--- src/rtl/twi_ctrl_pkg.sv ---
package twi_ctrl_pkg;
  localparam int REG_W  = 8;
  localparam int B_FLAG = 7;
  localparam int B_ACK  = 6;
  localparam int B_STA  = 5;
  localparam int B_STO  = 4;
  localparam int B_WC   = 3;
  localparam int B_EN   = 2;
  localparam int B_IE   = 0;

  typedef struct packed {
    logic ack;
    logic sta;
    logic sto;
    logic en;
    logic ie;
  } ctl_t;

  function automatic logic [REG_W-1:0] reg_view(input logic flag, input logic wc, input ctl_t c);
    logic [REG_W-1:0] v;
    v         = '0;
    v[B_FLAG] = flag;
    v[B_ACK]  = c.ack;
    v[B_STA]  = c.sta;
    v[B_STO]  = c.sto;
    v[B_WC]   = wc;
    v[B_EN]   = c.en;
    v[B_IE]   = c.ie;
    return v;
  endfunction
endpackage

--- src/rtl/twi_ctrl_bits.sv ---
module twi_ctrl_bits
  import twi_ctrl_pkg::*;
(
  input  logic             clk,
  input  logic             rst,
  input  logic             ctl_wr,
  input  logic [REG_W-1:0] wdata,
  input  logic             start_sent,
  input  logic             stop_sent,
  output ctl_t             ctl_n,
  output ctl_t             ctl_q
);
  always_comb begin
    ctl_n = ctl_q;
    if (ctl_wr) begin
      ctl_n.ack = wdata[B_ACK];
      ctl_n.sta = wdata[B_STA];
      ctl_n.sto = wdata[B_STO];
      ctl_n.en  = wdata[B_EN];
      ctl_n.ie  = wdata[B_IE];
    end else begin
      if (start_sent) ctl_n.sta = 1'b0;
      if (stop_sent)  ctl_n.sto = 1'b0;
    end
  end

  always_ff @(posedge clk) begin
    if (rst) ctl_q <= '0;
    else     ctl_q <= ctl_n;
  end
endmodule

--- src/rtl/twi_ctrl_flag.sv ---
module twi_ctrl_flag
  import twi_ctrl_pkg::*;
(
  input  logic             clk,
  input  logic             rst,
  input  logic             ctl_wr,
  input  logic             data_wr,
  input  logic [REG_W-1:0] wdata,
  input  logic             eng_done,
  output logic             flag_n,
  output logic             flag_q,
  output logic             wc_q,
  output logic             go_q
);
  logic clear_req;
  logic go_n;
  logic wc_n;

  assign clear_req = ctl_wr & wdata[B_FLAG];

  always_comb begin
    if (eng_done)       flag_n = 1'b1;
    else if (clear_req) flag_n = 1'b0;
    else                flag_n = flag_q;
  end

  assign go_n = clear_req & wdata[B_EN] & ~eng_done;
  assign wc_n = data_wr ? ~flag_q : wc_q;

  always_ff @(posedge clk) begin
    if (rst) begin
      flag_q <= 1'b0;
      wc_q   <= 1'b0;
      go_q   <= 1'b0;
    end else begin
      flag_q <= flag_n;
      wc_q   <= wc_n;
      go_q   <= go_n;
    end
  end
endmodule

--- src/rtl/twi_ctrl_out.sv ---
module twi_ctrl_out
  import twi_ctrl_pkg::*;
(
  input  logic             clk,
  input  logic             rst,
  input  logic             rd_ctl,
  input  logic             gie,
  input  logic             flag_n,
  input  ctl_t             ctl_n,
  input  logic             flag_q,
  input  logic             wc_q,
  input  ctl_t             ctl_q,
  output logic             hold_q,
  output logic             irq_q,
  output logic [REG_W-1:0] rdata_q
);
  logic [REG_W-1:0] view;

  assign view = reg_view(flag_q, wc_q, ctl_q);

  always_ff @(posedge clk) begin
    if (rst) begin
      hold_q  <= 1'b0;
      irq_q   <= 1'b0;
      rdata_q <= '0;
    end else begin
      hold_q  <= flag_n & ctl_n.en;
      irq_q   <= flag_n & ctl_n.ie & gie;
      rdata_q <= rd_ctl ? view : '0;
    end
  end
endmodule

--- src/rtl/twi_ctrl_reg.sv ---
module twi_ctrl_reg
  import twi_ctrl_pkg::*;
#(
  parameter int unsigned       ADDR_W    = 4,
  parameter logic [ADDR_W-1:0] CTRL_ADDR = ADDR_W'(0),
  parameter logic [ADDR_W-1:0] DATA_ADDR = ADDR_W'(1)
) (
  input  logic              clk,
  input  logic              rst,
  input  logic [ADDR_W-1:0] bus_addr,
  input  logic              bus_we,
  input  logic [7:0]        bus_wdata,
  output logic [7:0]        bus_rdata,
  input  logic              gie,
  input  logic              eng_done,
  input  logic              eng_start_sent,
  input  logic              eng_stop_sent,
  output logic              eng_go,
  output logic              eng_hold,
  output logic              eng_ack_en,
  output logic              eng_start_req,
  output logic              eng_stop_req,
  output logic              irq
);
  logic ctl_wr, data_wr, rd_ctl;
  logic flag_n, flag_q, wc_q, go_q, hold_q, irq_q;
  logic en_q, ie_q;
  ctl_t ctl_n, ctl_q;

  assign rd_ctl  = (bus_addr == CTRL_ADDR);
  assign ctl_wr  = bus_we & rd_ctl;
  assign data_wr = bus_we & (bus_addr == DATA_ADDR);

  twi_ctrl_bits u_bits (
    .clk(clk), .rst(rst), .ctl_wr(ctl_wr), .wdata(bus_wdata),
    .start_sent(eng_start_sent), .stop_sent(eng_stop_sent),
    .ctl_n(ctl_n), .ctl_q(ctl_q)
  );

  twi_ctrl_flag u_flag (
    .clk(clk), .rst(rst), .ctl_wr(ctl_wr), .data_wr(data_wr),
    .wdata(bus_wdata), .eng_done(eng_done), .flag_n(flag_n),
    .flag_q(flag_q), .wc_q(wc_q), .go_q(go_q)
  );

  twi_ctrl_out u_out (
    .clk(clk), .rst(rst), .rd_ctl(rd_ctl), .gie(gie), .flag_n(flag_n),
    .ctl_n(ctl_n), .flag_q(flag_q), .wc_q(wc_q), .ctl_q(ctl_q),
    .hold_q(hold_q), .irq_q(irq_q), .rdata_q(bus_rdata)
  );

  assign en_q          = ctl_q.en;
  assign ie_q          = ctl_q.ie;
  assign eng_go        = go_q;
  assign eng_hold      = hold_q;
  assign irq           = irq_q;
  assign eng_ack_en    = ctl_q.ack & ctl_q.en;
  assign eng_start_req = ctl_q.sta & ctl_q.en;
  assign eng_stop_req  = ctl_q.sto & ctl_q.en;
endmodule

--- config.mk ---
export PLATFORM = sky130hd
export DESIGN_NAME = twi_ctrl_reg
export DESIGN_NICKNAME = d
export VERILOG_FILES = /design/src/rtl/twi_ctrl_pkg.sv /design/src/rtl/twi_ctrl_bits.sv /design/src/rtl/twi_ctrl_flag.sv /design/src/rtl/twi_ctrl_out.sv /design/src/rtl/twi_ctrl_reg.sv
export SDC_FILE = /design/constraint.sdc
export NUM_CORES = 1
export LEC_CHECK = 0
export BUFFER_PORTS_ARGS = -buffer_cell sky130_fd_sc_hd__clkbuf_2
export CAP_MARGIN = 20
export CORE_MARGIN = 4
export CORE_UTILIZATION = 46
export CTS_CLUSTER_SIZE = 25
export DETAILED_ROUTE_END_ITERATION = 12
export GPL_ROUTABILITY_DRIVEN = 1
export PLACE_DENSITY_LB_ADDON = 0.2
export REMOVE_ABC_BUFFERS = 1
export SYNTH_ARGS = -nofsm -noshare
export SYNTH_HDL_FRONTEND = slang
export SYNTH_SLANG_ARGS = --single-unit
--- constraint.sdc ---
create_clock -name clk -period 3 [get_ports clk]
set_input_delay 0.6 -clock clk [delete_from_list [all_inputs] [get_ports clk]]
set_output_delay 0.6 -clock clk [all_outputs]
set_load 0.01 [all_outputs]
# [Yosys cells after proc, flatten, opt, wreduce, memory -nomap -nowiden]
# Cells that the tools add are included.
[op_classes] n_addsub=0 n_mul=0 n_div=0 order_cmp=0 n_eq_ne=1 n_shift=0 n_mux=6 n_bitwise=14 n_reduce_logical=4
[op_table] cell="bitwise AND 1 bit" count=11
[op_table] cell="== test 4 x 1 -> 1 bit (second input constant)" count=1
[op_table] cell="logical NOT 4 bit" count=1
[op_table] cell="two-way mux 1 bit" count=4
[op_table] cell="two-way mux 2 bit" count=2
[op_table] cell="nonzero test 2 bit" count=2
[op_table] cell="inverter 1 bit" count=3
[op_table] cell="OR reduction 2 bit" count=1
[totals] register_bits=18 latch_bits=0 ram_bits=0 rom_bits=0 output_inout_bits=14 elab_cells=37 memories=0

# [Logic depth before layout (Yosys ltp)]
[logic_depth] word_depth=7 depth_mapped=4

# [Hierarchy]
# A second synthesis with hierarchy kept.
[unflattened] hier_cells=59 area_unflattened_um2=696.9
[modules_own_cells] module="twi_ctrl_out" instances=1 cells_per_inst=20 area_each_um2=281.5 seq_area_each_um2=180.2
[modules_own_cells] module="twi_ctrl_bits" instances=1 cells_per_inst=22 area_each_um2=252.7 seq_area_each_um2=100.1
[modules_own_cells] module="twi_ctrl_flag" instances=1 cells_per_inst=10 area_each_um2=111.4 seq_area_each_um2=60.1
[modules_own_cells] module="twi_ctrl_reg" instances=1 cells_per_inst=7 area_each_um2=51.3 seq_area_each_um2=0.0

# [Worst setup path before layout]
# No wires, ideal clock.
[synth_timing] kind="in2reg" from="input port bus_addr[1]" to="register u_out.rdata_q[0]" setup_time_ps=59 arrival_time_ps=1305 slack_ps=1636 stages=4 cell_sequence="or2_1 -> buf_2 -> nor4_4 -> and2_1"
[synth_between] elab_chain_len=3
[synth_rtl] element="from (decl)" line_no="twi_ctrl_reg.sv:10" rtl="input logic [ADDR_W-1:0] bus_addr,"
[synth_rtl] element="logical NOT 4 bit" line_no="twi_ctrl_reg.sv:30" rtl="assign rd_ctl = (bus_addr == CTRL_ADDR);"
[synth_rtl] element="inverter 1 bit (no source line)"
[synth_rtl] element="OR reduction 2 bit (no source line)"
[synth_rtl] element="to (signal assigned)" line_no="twi_ctrl_out.sv:29" rtl="rdata_q <= rd_ctl ? view : '0;"
[synth_rtl] element="to (decl)" line_no="twi_ctrl_out.sv:15" rtl="output logic [REG_W-1:0] rdata_q"
# Every way passes these cells.
# A chain may end at the register's enable or synchronous reset.

# [Final worst setup path]
[layout_timing] from="register u_bits.ctl_q[1] (netlist name)" to="output port eng_start_req"
[layout_between] elab_chain_len=1
[layout_rtl] element="bitwise AND 1 bit" line_no="twi_ctrl_reg.sv:58" rtl="assign eng_start_req = ctl_q.sta & ctl_q.en;"
[layout_rtl] element="to (decl)" line_no="twi_ctrl_reg.sv:21" rtl="output logic eng_start_req,"
# Every way passes these cells.

==> metrics.txt <==
pre-CTS setup slack=1.378 ns; Cell Pwr Density=451.8 mW/mm2; post-cts sizing count=0; RSZ-0062 raised after global routing=no; # Max-Cap Violations=0; drt total wl=1292 um; clk sinks=17; vias in the first global route=about 500; critical path type=reg2out; Finished Cell Area=837.1 um2; commonest cells after routing, fill and taps aside=clkbuf_2 (29), dfxtp_1 (17), and2_1 (10); hold buffers post-CTS=0; port buffer count=29; Setup Skew=just under 0.002 ns; initial DRC count=5; largest net degree at the start of global routing=11; VDD IR-drop max=0.0002356 V; R2R Path Start=u_flag.flag_q; WP data required=2.40 ns; clk buf depth=2; Hold Crit Class=reg2reg; first-pass GRT wire length=1945 um; Die Area=0.002110 mm2; YS warnings=0; area post-placement=809.5 um2; Layout Area Growth over Synthesis=26.47%; metal1 wirelength=541 um; layout cell share with drive strength beyond 1=between 30 and 40%; startpoint types=flip-flop; fill count=127; final setup margin=between 1 and 1.5 ns; grt ovf=0; Mapped Cells=67; Worst Setup End Kind=primary output; clk_lat worst skew=~0.28 ns; Initial Utilization=49.62%; GRT Total Usage=13.00%; synthesized area=661.9 um2; Residual DRC=0; core area=0.001334 mm2; uppermost routed layer=met4; antenna violations before repair=0; status=completed; Avg Synthesized Cell Area=9.879 um2; FF+latch count, synth=17; diodes inserted=0; DR pass1 iterations=2; Final Cycle Share=between 50% and 60%; Wirelength per Cell=11.54 um; critical path arrival=0.94 ns; Final ANT Viol Nets=0; placement row count=13; setup bufs post-CTS=0; number of I/O pins=33; Die H=45.93 um; Inserted Clock Buffers=3; CTS tree=done; met3 routed WL=~110 um; chip width=roughly 46 um; total number of vias=about 550; Worst-path clk slew=approximately 0.09 ns; min Tclk post-route=approximately 1.5 ns; Final Max Tran Viols=0; Seq/Total Area, Yosys=51.42%; Final setup viols=0; P_leak=around 0.00037 uW; clock root buffer master=clkbuf_4; setup TNS=0 ns; Met2 Routed Length=618 um; final hold violation count=0; routability congestion estimate=0.8515; worst-path maximum fanout=5; worst setup path startpoint=u_bits.ctl_q[1]; H-tree levels=1; maximum clock rate=0.6492 GHz; hold path start=u_flag.wc_q; Post-layout nets=around 120; Avg Vias per Cell=4.929; most common cell after layout, fill and taps aside=clkbuf_2; Yosys cell types=26
final timing paths:
kind,endpoint,slack (ns),cells after the start
max reg2reg,u_out.hold_q,2.21,2
min,u_out.rdata_q[3],0.47,1
min reg2reg,u_out.rdata_q[3],0.47,1
max,eng_start_req,1.46,2
routing by layer:
layer  vias up  track usage (%)
met3         2            1.186
met1       238            14.59
met4         0            10.23
li1        290                -
met5         -                0
met2        22            21.98
synthesized netlist by cell type, drive strengths merged:
cell     n  area, um2
dfxtp   17      340.3
and2    10      62.56
a21oi    7      35.03
nand3    5      25.02
o21ai    5      28.77
nor2b    3      18.77
buf      2      12.51
nor2     2      7.510
nor3     2      10.01
nor3b    2      26.28
a211oi   1      12.51
a311oi   1      8.760
clkbuf   1      3.750
conb     1      3.750
inv      1      3.750
nand2    1      3.750
nand2b   1      6.260
nand4    1      6.260
nor4     1      21.27
o21bai   1      7.510
or2      1      6.260
or3b     1      11.26
area by class of cell:
class,instances,area [um2],share of cell area (%)
Sequential cell,17,340.3,40.66
Tap cell,15,18.77,2.242
Inverter,1,3.754,0.4484
Clock buffer,3,22.52,2.691
Multi-Input combinational cell,46,301.5,36.02
Clock inverter,1,5.005,0.5979
Timing Repair Buffer,29,145.1,17.34
cells by family after synthesis:
| kind of cell | after synthesis | synth area share, % |
|---|---|---|
| flops | 17 | 51.42 |
| other cells | 1 | 0.5666 |
| compound gates | 15 | 13.99 |
| simple gates | 30 | 31.00 |
| buf+inv | 4 | 3.023 |
critical path, cell delays in order (launching register included):
cell      delay [ns]
dfxtp_1         0.39
and2_1          0.14
clkbuf_2        0.12
flip-flops by register name (all words and copies together), names as in the netlist:
name / count
u_flag.flag_q: 1
u_out.rdata_q: 7
u_flag.wc_q: 1
u_out.irq_q: 1
u_flag.go_q: 1
u_bits.ctl_q: 5
u_out.hold_q: 1
power by group:
part / internal [uW] / switching [uW]
registers: 228 / 1.36
logic: 13.9 / 18.1
clock network: 49.4 / 67.5
total: 291 / 87.0
per-stage QoR:
step,hold slack [ns],std cells,utilization [%],power [uW]
final,0.4713,112,62.76,378.2
after CTS,0.4739,112,62.76,381.2
after floorplan,0.4306,64,-,247.8
after detailed placement,0.4489,108,60.69,266.3
after global routing,0.4979,112,62.76,391.7
after global placement,0.4460,108,60.69,265.6
Note: power is estimated with default switching activity, not from simulation.
